--- src/rtl/gpc_pkg.sv ---
package gpc_pkg;
  localparam int GRANULE_SHIFT = 12;

  typedef enum logic [1:0] {
    PAS_SEC   = 2'b00,
    PAS_NSEC  = 2'b01,
    PAS_ROOT  = 2'b10,
    PAS_REALM = 2'b11
  } pas_e;

  localparam logic [2:0] ATTR_ANY = 3'b011;

  typedef enum logic [1:0] {
    RSN_NONE     = 2'd0,
    RSN_MISMATCH = 2'd1,
    RSN_NOACCESS = 2'd2,
    RSN_DEFAULT  = 2'd3
  } reason_e;

  typedef struct packed {
    logic    fault;
    reason_e reason;
  } verdict_t;
endpackage

--- src/rtl/gpc_cfg_regs.sv ---
module gpc_cfg_regs #(
  parameter int NUM_ENTRIES = 16,
  parameter int GW          = 28,
  parameter int CFG_DW      = 32,
  parameter int IDX_W       = 4,
  parameter int LIM_W       = 5
) (
  input  logic                          clk_i,
  input  logic                          rst_ni,
  input  logic                          cfg_we_i,
  input  logic [IDX_W:0]                cfg_addr_i,
  input  logic [CFG_DW-1:0]             cfg_wdata_i,
  output logic [NUM_ENTRIES-1:0][2:0]   entries_o,
  output logic [GW-1:0]                 base_o,
  output logic [LIM_W-1:0]              limit_o,
  output logic [2:0]                    dflt_o
);
  localparam logic [CFG_DW-1:0] LIM_MAX = CFG_DW'(NUM_ENTRIES);

  logic ctl_sel;
  logic [IDX_W-1:0] sub_sel;
  assign ctl_sel = cfg_addr_i[IDX_W];
  assign sub_sel = cfg_addr_i[IDX_W-1:0];

  for (genvar e = 0; e < NUM_ENTRIES; e++) begin : g_entry
    always_ff @(posedge clk_i or negedge rst_ni) begin
      if (!rst_ni) entries_o[e] <= 3'b000;
      else if (cfg_we_i && !ctl_sel && sub_sel == IDX_W'(e))
        entries_o[e] <= cfg_wdata_i[2:0];
    end
  end

  always_ff @(posedge clk_i or negedge rst_ni) begin
    if (!rst_ni) begin
      base_o  <= '0;
      limit_o <= '0;
      dflt_o  <= 3'b000;
    end else if (cfg_we_i && ctl_sel) begin
      case (sub_sel)
        IDX_W'(0): base_o <= cfg_wdata_i[GW-1:0];
        IDX_W'(1): limit_o <= (cfg_wdata_i > LIM_MAX) ? LIM_W'(NUM_ENTRIES)
                                                      : cfg_wdata_i[LIM_W-1:0];
        IDX_W'(2): dflt_o <= cfg_wdata_i[2:0];
        default: ;
      endcase
    end
  end

  p_limit_bound_r9: assert property (@(posedge clk_i) disable iff (!rst_ni)
    32'(limit_o) <= NUM_ENTRIES);

  p_entry_write_r8: assert property (@(posedge clk_i) disable iff (!rst_ni)
    (cfg_we_i && !ctl_sel && 32'(sub_sel) < NUM_ENTRIES) |=>
      entries_o[$past(sub_sel)] == $past(cfg_wdata_i[2:0]));

  p_default_write_r8: assert property (@(posedge clk_i) disable iff (!rst_ni)
    (cfg_we_i && ctl_sel && sub_sel == IDX_W'(2)) |=> dflt_o == $past(cfg_wdata_i[2:0]));
endmodule

--- src/rtl/gpc_window.sv ---
module gpc_window #(
  parameter int NUM_ENTRIES = 16,
  parameter int GW          = 28,
  parameter int IDX_W       = 4,
  parameter int LIM_W       = 5
) (
  input  logic [GW-1:0]                gran_i,
  input  logic [NUM_ENTRIES-1:0][2:0]  entries_i,
  input  logic [GW-1:0]                base_i,
  input  logic [LIM_W-1:0]             limit_i,
  input  logic [2:0]                   dflt_i,
  output logic                         in_win_o,
  output logic [2:0]                   attr_o
);
  logic [GW-1:0]    offset;
  logic [IDX_W-1:0] idx;
  logic             above_base;

  always_comb begin
    above_base = gran_i >= base_i;
    offset     = gran_i - base_i;
    in_win_o   = above_base && (offset < GW'(limit_i));
    idx        = offset[IDX_W-1:0];
    attr_o     = in_win_o ? entries_i[idx] : dflt_i;
  end
endmodule

--- src/rtl/gpc_decide.sv ---
module gpc_decide
  import gpc_pkg::*;
(
  input  logic [2:0] attr_i,
  input  logic [1:0] pas_i,
  input  logic       outside_i,
  output verdict_t   verdict_o
);
  reason_e raw;

  always_comb begin
    if (attr_i == ATTR_ANY)     raw = RSN_NONE;
    else if (!attr_i[2])        raw = RSN_NOACCESS;
    else if (attr_i[1:0] != pas_i) raw = RSN_MISMATCH;
    else                        raw = RSN_NONE;

    verdict_o.fault  = (raw != RSN_NONE);
    verdict_o.reason = (verdict_o.fault && outside_i) ? RSN_DEFAULT : raw;
  end
endmodule

--- src/rtl/gpc_unit.sv ---
module gpc_unit
  import gpc_pkg::*;
#(
  parameter int NUM_ENTRIES = 16,
  parameter int ADDR_W      = 40,
  parameter int CFG_DW      = 32,
  localparam int IDX_W      = (NUM_ENTRIES > 1) ? $clog2(NUM_ENTRIES) : 1,
  localparam int GW         = ADDR_W - GRANULE_SHIFT,
  localparam int LIM_W      = $clog2(NUM_ENTRIES + 1)
) (
  input  logic              clk_i,
  input  logic              rst_ni,
  input  logic              req_valid_i,
  input  logic [ADDR_W-1:0] req_addr_i,
  input  logic [1:0]        req_pas_i,
  input  logic              cfg_we_i,
  input  logic [IDX_W:0]    cfg_addr_i,
  input  logic [CFG_DW-1:0] cfg_wdata_i,
  output logic              res_valid_o,
  output logic              res_fault_o,
  output logic [1:0]        res_reason_o
);
  logic [NUM_ENTRIES-1:0][2:0] entries;
  logic [GW-1:0]               base;
  logic [LIM_W-1:0]            limit;
  logic [2:0]                  dflt;
  logic                        in_win;
  logic [2:0]                  attr;
  verdict_t                    verdict;

  gpc_cfg_regs #(
    .NUM_ENTRIES(NUM_ENTRIES), .GW(GW), .CFG_DW(CFG_DW),
    .IDX_W(IDX_W), .LIM_W(LIM_W)
  ) i_regs (
    .clk_i, .rst_ni, .cfg_we_i, .cfg_addr_i, .cfg_wdata_i,
    .entries_o(entries), .base_o(base), .limit_o(limit), .dflt_o(dflt)
  );

  gpc_window #(
    .NUM_ENTRIES(NUM_ENTRIES), .GW(GW), .IDX_W(IDX_W), .LIM_W(LIM_W)
  ) i_window (
    .gran_i(req_addr_i[ADDR_W-1:GRANULE_SHIFT]), .entries_i(entries),
    .base_i(base), .limit_i(limit), .dflt_i(dflt),
    .in_win_o(in_win), .attr_o(attr)
  );

  gpc_decide i_decide (
    .attr_i(attr), .pas_i(req_pas_i), .outside_i(!in_win), .verdict_o(verdict)
  );

  always_ff @(posedge clk_i or negedge rst_ni) begin
    if (!rst_ni) begin
      res_valid_o  <= 1'b0;
      res_fault_o  <= 1'b0;
      res_reason_o <= 2'd0;
    end else begin
      res_valid_o <= req_valid_i;
      if (req_valid_i) begin
        res_fault_o  <= verdict.fault;
        res_reason_o <= verdict.reason;
      end
    end
  end

  p_valid_next_r1: assert property (@(posedge clk_i) disable iff (!rst_ni)
    req_valid_i |=> res_valid_o);
  p_idle_next_r1: assert property (@(posedge clk_i) disable iff (!rst_ni)
    !req_valid_i |=> !res_valid_o);
  p_hold_r1: assert property (@(posedge clk_i) disable iff (!rst_ni)
    !req_valid_i |=> ($stable(res_fault_o) && $stable(res_reason_o)));
  p_any_passes_r5: assert property (@(posedge clk_i) disable iff (!rst_ni)
    (req_valid_i && attr == ATTR_ANY) |=> !res_fault_o);
  p_noaccess_faults_r4: assert property (@(posedge clk_i) disable iff (!rst_ni)
    (req_valid_i && !attr[2] && attr != ATTR_ANY) |=> res_fault_o);
  p_default_outside_r7: assert property (@(posedge clk_i) disable iff (!rst_ni)
    (req_valid_i && res_valid_o == res_valid_o && in_win) |=> res_reason_o != 2'd3);
  p_pass_no_reason_r2: assert property (@(posedge clk_i) disable iff (!rst_ni)
    (res_valid_o && !res_fault_o) |-> res_reason_o == 2'd0);
endmodule

--- config.mk ---
export PLATFORM = sky130hd
export DESIGN_NAME = gpc_unit
export DESIGN_NICKNAME = d
export VERILOG_FILES = /design/src/rtl/gpc_pkg.sv /design/src/rtl/gpc_cfg_regs.sv /design/src/rtl/gpc_window.sv /design/src/rtl/gpc_decide.sv /design/src/rtl/gpc_unit.sv
export SDC_FILE = /design/constraint.sdc
export NUM_CORES = 1
export LEC_CHECK = 0
export BUFFER_PORTS_ARGS = -buffer_cell sky130_fd_sc_hd__buf_2
export CAP_MARGIN = 10
export CORE_MARGIN = 3
export CORE_UTILIZATION = 53
export CTS_CLUSTER_DIAMETER = 120
export DETAILED_ROUTE_END_ITERATION = 7
export GPL_ROUTABILITY_DRIVEN = 0
export PLACE_DENSITY_LB_ADDON = 0.3
export RECOVER_POWER = 100
export SYNTH_ARGS = -nofsm -noshare
export SYNTH_HDL_FRONTEND = slang
export SYNTH_HIERARCHICAL = 1
export SYNTH_SLANG_ARGS = --single-unit
--- constraint.sdc ---
create_clock -name clk_i -period 4.75 [get_ports clk_i]
set_clock_uncertainty 0.15 [all_clocks]
set_input_delay 0.2375 -clock clk_i [delete_from_list [all_inputs] [get_ports clk_i]]
set_output_delay 0.2375 -clock clk_i [all_outputs]
set_load 0.01 [all_outputs]
Yosys cells after proc, flatten, opt, wreduce, memory -nomap -nowiden --
Index checks and enable logic that the tools add are counted.
Word-level totals: output and inout port bits 4, register bits 88, input bits 83
Operators by class: mux-type cells 8, reductions and logical operators 27, order comparisons 4, eq/ne operators 17, add/sub/neg operators 1
Operators with widths (count):
- equality test 4 bit (second input constant) | 8
- > comparator 32 x 5 -> 1 bit (second input constant) | 1
- >= comparator 28 bit | 1
- less-than comparator 28 x 5 -> 1 bit | 1
- subtractor 28 bit | 1
- logical AND 1 bit | 20
- equality test 4 x 3 -> 1 bit (second input constant) | 4
- binary-select mux 3 bit (select 4 bit) | 1
- equality test 4 x 2 -> 1 bit (second input constant) | 2
- two-way mux 2 bit | 3
- two-way mux 3 bit | 2
- AND reduction 2 bit | 3
- less-than comparator 4 x 5 -> 1 bit (second input constant) | 1
- two-way mux 5 bit | 1
- equality test 4 x 1 -> 1 bit (second input constant) | 1
- zero test 4 bit | 1
- equality test 3 x 2 -> 1 bit (second input constant) | 1
- zero test 1 bit | 2
- != test 2 bit | 1
- nonzero test 2 bit | 1
- two-way mux 1 bit | 1

Depth between registers and ports, before layout --
Gate-level depths: netlist of the first run.
word-level depth 11, gate-level depth with buffers 21, gate-level depth less buffers 21

By module --
Netlist of the first run, hierarchy kept.
Modules (own cells, without submodules):
- gpc_cfg_regs | cells each 228, area an instance 3508.4 µm², times used 1
- gpc_window | cells each 363, area an instance 2701.3 µm², times used 1
- gpc_unit | cells each 8, area an instance 137.6 µm², times used 1
- gpc_decide | cells each 22, area an instance 131.4 µm², times used 1

Worst setup path after synthesis of the first run --
Ideal clock, no wire load.
kind reg2reg, start point register i_regs.base_o[0], end point register res_reason_o[0], setup slack -0.229 ns, arrival 4.704 ns, library setup time 0.125 ns, period minus slack after synthesis 4.979 ns, cell stages (with the launch flop) 19, buffers on the path 1, path through dfrtp_1 -> ha_1 -> fa_1 -> buf_1 -> inv_1 -> ha_1 -> a21boi_0 -> o21ai_0 -> nand2_1 -> o211ai_1 -> or4b_2 -> nor3b_1 -> nand4_1 -> nor4_4 -> mux2_1 -> or2b_1 -> a21oi_2 -> or3_1 -> mux2_2
RTL lines:
- start: declaration | RTL line gpc_cfg_regs.sv:14 | output logic [GW-1:0] base_o,
- start signal: assignment | RTL line gpc_cfg_regs.sv:40 | IDX_W'(0): base_o <= cfg_wdata_i[GW-1:0];
- end signal: assignment | RTL line gpc_unit.sv:60 | res_reason_o <= verdict.reason;
- end: declaration | RTL line gpc_unit.sv:21 | output logic [1:0] res_reason_o

==> results.toml, run 1 <==
[placement]
hpwl_mm = 12.7
dp_slack_ns = -0.144
io_buffers = 74
place_area_um2 = 7100

[timing]
maxSlewViolCount = 0
setup_viol = 0
hold_viol_final = 0
period_share = 0.975
maxSlewHeadroom = 0.245
min_period_ns = 4.63
max_freq_mhz = 216
tightestPinTransition_ns = 1.13
setup_slack_ns = 0.120
holdWs_ns = 0.0185
rsz0062_at_grt = "true"

[yosys]
ys_async_sr_fraction = 1.00
syn-cell-area_um2 = 6480
synth_top_area_share = 0.340
synth-seq-cells = 88
syn_inst = 621
syn-num-nets = 737
synth_top_area_cell = "dfrtp_1"
synth-edff-count = 0
synthTopCellsByArea = "dfrtp_1 (34%), mux2_2 (11%), ha_1 (6.2%)"
synth.distinct_cells = 79
synth_top_family_by_area = "multiplexers"
synth_compound_area_frac = 0.150
synth.avg_cell_area_um2 = 10.4
yosys.area_share.adder = 0.0649
ys.flop_type = "dfrtp_1"
ys_warn_count = 6
ys_seq_area_frac = 0.340
synth_mux_area_frac = 0.219
synthSimpleGateAreaFrac = 0.156
synth_xor_area_frac = 0.0203

[setup_path]
crit_fanout = 2
reg2reg_setup_slack_ns = 0.12
path_class = "flop to flop"
cp-start-kind = "flop"
r2r_end = "res_reason_o[0]$_DFFE_PN0P_"
crit_arrival_ns = 4.71
r2r_cells = 20
r2r-start = "i_regs/base_o[0]$_DFFE_PN0P_"
cp.required_ns = 4.83
cp-startpoint = "i_regs/base_o[0]$_DFFE_PN0P_"
end_kind = "flop"

[floorplanning]
fp-row-count = 39
num_io_pins = 87
core_area_um2 = 11700
initial_core_util = 0.556
die_area_um2 = 13600
fp.dieH_um = 117
fp.dieW_um = 117

[clock_tree]
clockRootBuffer = "clkbuf_16"
htreeDepth = 3
clkLatencyLatePin_ns = 0.35
path_clk_slew_ns = 0.08
tritoncts = "built"
cts_made_buffers = 9
ctsLongestPathBuffers = 2
cts.sinks = 88

[detailed_routing]
initialDrtViolationCount = 377
drtPass1Iterations = 5
wl_per_cell_um = 19.4
vias_per_cell = 6.22
via_count = 5508
ant_nets = 0
wirelength_mm = 17.2
drc = 0

[power_and_ir_drop]
power_density_nw_per_um2 = 395
vdd_drop_max_uv = 255
p_total_w = 0.00311
p_leak_nw = 3.54

[grt]
grt_pass1_vias = 5629
grt_overflow = 0
grt_max_degree = 89
grt_pass1_wl_mm = 27.3
antenna_found_initial = 0
track_usage = 0.257

[worst_hold_path]
min_to = "i_regs/limit_o[3]$_DFFE_PN0P_"
hold_path.class = "input port to flop"
hold_depth = 3
min_from = "cfg_wdata_i[3]"

[run_status]
status = "finished clean"

[cells_and_area]
area_growth_pct = 21.4
nNetsFinal = 854
final_cell_area_um2 = 7860
drive_gt1_frac = 0.369
diodes = 0

[flow_run]
drv_cap = 0
-- power breakdown --
group          switching [W]  internal [W]
clock network       0.000340      0.000366
logic               0.000732      0.000706
registers          0.0000751      0.000888
-- worst max-delay path: stages, from the launching register on --
cell and delay [ns]:
dfrtp_1 0.41, ha_4 0.18, fa_2 0.36, nand2b_4 0.16, nand2b_4 0.07, a21oi_2 0.05
xnor2_1 0.14, ha_2 0.21, nor3_1 0.19, nand4_1 0.11, or4_1 0.55, a2111oi_2 0.26
nand4_1 0.13, nor4_1 0.18, nand4_1 0.17, nor4_2 0.26, inv_1 0.08, or2b_1 0.18
a21oi_1 0.06, or3_1 0.36, mux2_4 0.26
-- synth_stat cells (all sizes together) (9+ instances only) --
cell	instances
a21o	18
a21oi	37
buf	14
clkbuf	13
dfrtp	88
ha	32
inv	43
mux2	87
mux4	15
nand2	38
nand2b	9
nand3	12
nand4	13
nor2	26
nor2b	11
nor4	12
o21ai	19
xnor2	10
-- cells by family (layout without fill, tap and decap cells) --
group | after synthesis | after routing
and+or+nand+nor | 173 | 173
AOI/OAI and AO/OA | 138 | 138
muxes | 104 | 104
DFF | 88 | 88
buffers and inverters | 70 | 192
adders and majority gates | 33 | 33
xor gates and xnor gates | 15 | 15
-- cells in the final DEF (no fill, tap or decap), types with 15 or more instances in the layout --
cell / count
dfrtp_1: 88
buf_2: 73
mux2_2: 61
inv_1: 40
nand2_1: 37
a21oi_1: 33
buf_4: 33
dlygate4sd3_1: 26
ha_1: 26
mux2_4: 25
nor2_1: 25
a21o_1: 18
mux4_2: 15
-- per-stage QoR --
step / utilization / std cells / TNS, ns
floorplan: - / 621 / 0
global placement: 0.609 / 840 / -0.0279
detailed placement: 0.609 / 840 / -0.255
CTS: 0.660 / 882 / 0
global route: 0.674 / 886 / -0.0424
finish: 0.674 / 886 / 0
-- layer usage --
metal	global-route usage	share of wire	vias up
met5	0	0	-
met4	0.128	0.032	0
met3	0.0378	0.051	46
met2	0.444	0.51	208
met1	0.312	0.41	2692
li1	-	-	2562
-- repair_timing --
action | CTS | global route
setup endpoints to repair | 2 | 3
hold endpoints to repair | 27 | 0
gates resized for setup | 13 | 29
hold buffers | 26 | 0
pin swaps | 2 | 19
buffers inserted | 0 | 4
-- flip-flops by register name (all words and copies together) (netlist names) --
signal / cells
i_regs/entries_o: 48
i_regs/base_o: 28
i_regs/limit_o: 5
i_regs/dflt_o: 3
res_reason_o: 2
res_fault_o: 1
res_valid_o: 1
-- final cells by class --
| class | instances | area, um2 |
|---|---|---|
| sequential | 88 | 2200 |
| clock buffer | 9 | 225 |
| tap | 143 | 179 |
| fill | 858 | 3800 |
| multi-input combinational | 463 | 4130 |
| inverter | 43 | 161 |
| timing repair buffer | 133 | 893 |
| clock inverter | 7 | 68.8 |
-- worst max-delay path by stage --
stage,to
2_1_floorplan,res_reason_o[0]$_DFFE_PN0P_
3_3_place_gp,res_reason_o[0]$_DFFE_PN0P_
3_5_place_dp,res_reason_o[0]$_DFFE_PN0P_
4_1_cts,res_reason_o[0]$_DFFE_PN0P_
5_1_grt,res_reason_o[0]$_DFFE_PN0P_
6_report,res_reason_o[0]$_DFFE_PN0P_
(Power assumes the default switching activity.)
==> run 2, diff against run 1 <==
HOLD_SLACK_MARGIN = 0.03   (was unset)
==> results.toml, run 2 (synthesis results as in run 1) <==
[placement]
dp_cells = 840
io_buffers = 74
hpwl_mm = 12.7
place_area_um2 = 7100

[setup_path]
crit_slowest_cell = "or4b_4"
crit_fanout = 3
end_kind = "flop"
crit_family = "simple AND/OR/NAND/NOR gates"
crit_top_cell = "nand2b_4"
crit_arrival_ns = 4.73
path_buf_inv = 0
cp.required_ns = 4.83
cp-start-kind = "flop"
cpPeakStageDelay_ns = 0.50
path_class = "flop to flop"
path_cells = "ha_4 -> fa_2 -> nand2b_4 -> nand2b_4 -> a21oi_2 -> xnor2_1 -> ha_2 -> a211oi_2 -> o221ai_2 -> or4b_4 -> nor3b_2 -> nand4_1 -> nor4_4 -> mux2_4 -> xor2_1 -> o41ai_1 -> a31oi_1 -> mux2_2"

[cells_and_area]
nNetsFinal = 855
area_growth_pct = 21.5
diodes = 0
largestRegisters = "i_regs/entries_o: 48 flops, i_regs/base_o: 28 flops, i_regs/limit_o: 5 flops"
largest_reg_flops = 48
fin_util = 0.675
layout_common_cells = "dfrtp_1 (88), buf_2 (73), mux2_2 (61)"
drive_gt1_frac = 0.368
final_cell_area_um2 = 7870
final_common_cell = "dfrtp_1"
instances_no_fill = 887
largest_register = "i_regs/entries_o"

[clock_tree]
clkLatencyLatePin_ns = 0.35
clockRootBuffer = "clkbuf_16"
cts_made_buffers = 9
ctsLongestPathBuffers = 2
path_clk_slew_ns = 0.08
htreeDepth = 3
tritoncts = "built"
cts.sinks = 88

[timing]
hold_viol_final = 0
max_freq_mhz = 215
rsz0062_at_grt = "true"
setup_viol = 0
period_share = 0.978
maxSlewViolCount = 0
finalSetupTns_ns = 0
tightestPinTransition_ns = 1.13
min_period_ns = 4.65
maxSlewHeadroom = 0.246

[detailed_routing]
initialDrtViolationCount = 427
drtPass1Iterations = 5
wirelength_mm = 17.2
ant_nets = 0
vias_per_cell = 6.17
via_count = 5473
wl_per_cell_um = 19.3
drc = 0

[power_and_ir_drop]
vdd_drop_max_uv = 255
power_density_nw_per_um2 = 394
p_leak_nw = 3.55

[worst_hold_path]
hold_path.class = "input port to flop"

[run_status]
status = "finished clean"

[floorplanning]
fp.dieW_um = 117
die_area_um2 = 13600
core_area_um2 = 11700
fp-row-count = 39
initial_core_util = 0.556
fp.dieH_um = 117
num_io_pins = 87

[grt]
grt_max_degree = 89
grt_pass1_wl_mm = 27.3
grt_overflow = 0
grt_pass1_vias = 5626
track_usage = 0.256
antenna_found_initial = 0

[flow_run]
drv_cap = 0
==> run 2: changes by cell type in the layout (fill, tap and decap cells not counted) <==
cell           before  now
dlygate4sd3_1      26   27
==> run 2: worst min-delay path: stages <==
cell and delay (ns):
buf_2 0.07, nor4_1 0.05, nand4_1 0.16, o31ai_1 0.10
==> run 2: area by class of cell <==
cell class	count	area, um2
multi-input combinational	463	4130
inverter	43	161
timing repair buffer	134	903
sequential	88	2200
clock inverter	7	68.8
clock buffer	9	225
tap	143	179
fill	857	3790
==> run 2: timing repair <==
item / in CTS / in global routing
buffers inserted: 0 / 4
resized for setup: 13 / 29
pin swaps: 2 / 19
setup endpoints to repair: 2 / 3
hold endpoints to repair: 116 / 0
hold buffers: 27 / 0
==> run 2: final timing paths <==
check | endpoint | from | cells past startpoint | slack [ns]
worst max-delay path | res_fault_o$_DFFE_PN0P_ | i_regs/base_o[0]$_DFFE_PN0P_ | 18 | 0.10
worst min-delay path | i_regs/limit_o[3]$_DFFE_PN0P_ | cfg_wdata_i[31] | 4 | 0.16
worst max register to register | res_fault_o$_DFFE_PN0P_ | i_regs/base_o[0]$_DFFE_PN0P_ | 18 | 0.10
worst min register to register | i_regs/entries_o[0]$_DFFE_PN0P_ | i_regs/entries_o[0]$_DFFE_PN0P_ | 1 | 0.35
max in group asynchronous | i_regs/base_o[21]$_DFFE_PN0P_ | rst_ni | 2 | 3.23
min in group asynchronous | i_regs/entries_o[2]$_DFFE_PN0P_ | rst_ni | 2 | 0.50
==> run 2: where the power goes <==
| part | switching (W) | internal [W] | total [W] |
|---|---|---|---|
| logic | 0.000730 | 0.000706 | 0.00144 |
| registers | 0.0000747 | 0.000888 | 0.000963 |
| clock network | 0.000339 | 0.000366 | 0.000705 |
| total | 0.00114 | 0.00196 | 0.00310 |
==> run 2: per-layer routing <==
layer,up-vias,part of all wire,wire (um),global-route usage
met5,-,0,0,0
met4,0,0.032,557,0.128
met3,46,0.047,814,0.0368
met2,185,0.51,8780,0.444
met1,2672,0.41,7010,0.312
li1,2570,-,-,-
==> run 2: stage by stage <==
| stage | power, W | hold WS (ns) | setup WS [ns] |
|---|---|---|---|
| after floorplan | 0.00190 | -0.208 | 0.0809 |
| after global placement | 0.00223 | 0.252 | -0.0279 |
| after detailed placement | 0.00228 | 0.253 | -0.144 |
| after CTS | 0.00303 | 0.139 | 0.0522 |
| after global routing | 0.00328 | 0.177 | -0.0382 |
| final | 0.00310 | 0.156 | 0.103 |
==> run 3, diff against run 2 <==
SYNTH_HIERARCHICAL = unset   (was 1)
==> results.toml, run 3 <==
[yosys]
synth-seq-cells = 88
synth_common_cells = "dfrtp_1 (88), mux2_2 (80), nand2_1 (47)"
synth_top_area_cell = "dfrtp_1"
syn_inst = 597
syn-num-nets = 713
synth.distinct_cells = 71
synthTopCellsByArea = "dfrtp_1 (36%), mux2_2 (15%), ha_1 (6.5%)"
syn-cell-area_um2 = 6130
synth.avg_cell_area_um2 = 10.3
ys.flop_type = "dfrtp_1"
synth-edff-count = 0
synth_top_area_share = 0.359
ys_warn_count = 0
ys_seq_area_frac = 0.359
ys_async_sr_fraction = 1.00
post-synth-top-count-cell = "dfrtp_1"

[floorplanning]
fp.dieH_um = 114
num_io_pins = 87
fp-row-count = 38
initial_core_util = 0.553
core_area_um2 = 11100
die_area_um2 = 12900
fp.dieW_um = 114

[flow_run]
drv_cap = 3

[timing]
setup_slack_ns = 0.487
setup_viol = 0
period_share = 0.897
maxSlewHeadroom = -0.186
finalSetupTns_ns = 0
max_freq_mhz = 235
tightestPinTransition_ns = 1.78
maxSlewViolCount = 120
min_period_ns = 4.26
rsz0062_at_grt = "false"
hold_viol_final = 0

[placement]
dp_slack_ns = 0.607
io_buffers = 74
hpwl_mm = 11.3

[clock_tree]
htreeDepth = 3
post-cts-setup-buffers = 0
ctsLongestPathBuffers = 2
cts.sinks = 88
path_clk_slew_ns = 0.07
tritoncts = "built"
clkLatencyLatePin_ns = 0.35
cts_made_buffers = 9
clockRootBuffer = "clkbuf_16"

[grt]
antenna_found_initial = 0
grt_pass1_wl_mm = 24.9
grt_pass1_vias = 5127
track_usage = 0.243
grt_max_degree = 63
grt_overflow = 0

[setup_path]
crit_top_cell = "ha_1"
crit_slowest_cell = "or4_1"
cp.required_ns = 4.81
crit_fanout = 6
path_class = "flop to flop"
path_cells = "inv_1 -> ha_1 -> nor2b_1 -> o21a_1 -> nor2_1 -> xnor2_1 -> ha_1 -> o21ai_0 -> a21oi_1 -> or4_1 -> nor4_1 -> and3_1 -> nand3_2 -> a211o_1 -> o21ai_2 -> a31oi_1"
cpPeakStageDelay_ns = 0.53
cp-start-kind = "flop"
crit_arrival_ns = 4.33
end_kind = "flop"

[cells_and_area]
final_common_cell = "dfrtp_1"
layout_common_cells = "dfrtp_1 (88), mux2_2 (79), buf_2 (64)"
drive_gt1_frac = 0.291
diodes = 0
largest_reg_flops = 48
area_growth_pct = 16.5
nNetsFinal = 802
largest_register = "i_regs.entries_o"
largestRegisters = "i_regs.entries_o: 48 flops, i_regs.base_o: 28 flops, i_regs.limit_o: 5 flops"

[detailed_routing]
via_count = 5047
drc = 0
ant_nets = 0
wirelength_mm = 15.2
initialDrtViolationCount = 338
drtPass1Iterations = 5
wl_per_cell_um = 18.2
vias_per_cell = 6.07

[worst_hold_path]
hold_path.class = "input port to flop"

[run_status]
violations = "max-capacitance violations, max-slew violations"
status = "finished with violations"

[power_and_ir_drop]
p_leak_nw = 3.14
p_total_w = 0.00287
power_density_nw_per_um2 = 401
vdd_drop_max_uv = 286
-- run 3: path summary, 6_finish.rpt --
path	to	start	cells after the start	slack, ns
setup / recovery	res_reason_o[0]$_DFFE_PN0P_	i_regs.base_o[1]$_DFFE_PN0P_	16	0.49
hold / removal	i_regs.base_o[9]$_DFFE_PN0P_	cfg_wdata_i[9]	2	0.07
setup reg to reg	res_reason_o[0]$_DFFE_PN0P_	i_regs.base_o[1]$_DFFE_PN0P_	16	0.49
hold reg to reg	i_regs.base_o[4]$_DFFE_PN0P_	i_regs.base_o[4]$_DFFE_PN0P_	2	0.35
max in group asynchronous	i_regs.base_o[24]$_DFFE_PN0P_	rst_ni	3	1.55
min in group asynchronous	i_regs.limit_o[4]$_DFFE_PN0P_	rst_ni	2	0.67
-- run 3: cell type report --
| type | instances | area [um2] |
|---|---|---|
| well taps | 140 | 175 |
| clock inverters | 6 | 75.1 |
| multi-input cells | 439 | 3640 |
| flip-flops and latches | 88 | 2200 |
| clock buffers | 10 | 239 |
| repair buffers | 105 | 649 |
| fillers | 851 | 3940 |
| inverters | 43 | 161 |
-- run 3: what timing repair did --
item / CTS / global route
gates resized for setup: 0 / 0
hold buffers: 26 / 0
endpoints found under the hold margin: 53 / 0
-- run 3: through the flow --
step,hold WS [ns],std cells,instance area (um2),util
after floorplan,-0.208,597,6130,-
after global placement,0.0250,789,6590,0.595
after detailed placement,0.0388,789,6590,0.595
after CTS,0.0617,831,7160,0.647
after global routing,0.0647,831,7140,0.645
final,0.0682,831,7140,0.645
-- run 3: logic make-up after synthesis --
kind of cell | synth area share
mux | 0.207
fa+ha+maj | 0.0686
compound gates | 0.164
buf+inv | 0.0469
xor+xnor | 0.0157
flops | 0.359
simple gates | 0.138
-- run 3: power breakdown --
group	total, W	switching, W	leakage, nW	internal, W
Clock	0.000750	0.000320	0.151	0.000430
Sequential	0.000960	0.0000727	1.12	0.000887
Combinational	0.00116	0.000623	1.87	0.000535
-- run 3: per-layer routing --
layer | GRT usage | part of all wire
met5 | 0 | 0
met4 | 0.0793 | 0.015
met3 | 0.0435 | 0.059
met1 | 0.327 | 0.44
met2 | 0.399 | 0.48
-- run 3: worst max-delay path: cells and delay by family (launching register included) --
| kind | cells | cell delay [ns] |
|---|---|---|
| AND/OR/NAND/NOR | 6 | 1.56 |
| AO/OA/AOI/OAI | 6 | 0.96 |
| adder cells (fa/ha/maj) | 2 | 0.61 |
| XOR/XNOR | 1 | 0.40 |
| flip-flops | 1 | 0.38 |
| buffers and inverters | 1 | 0.06 |
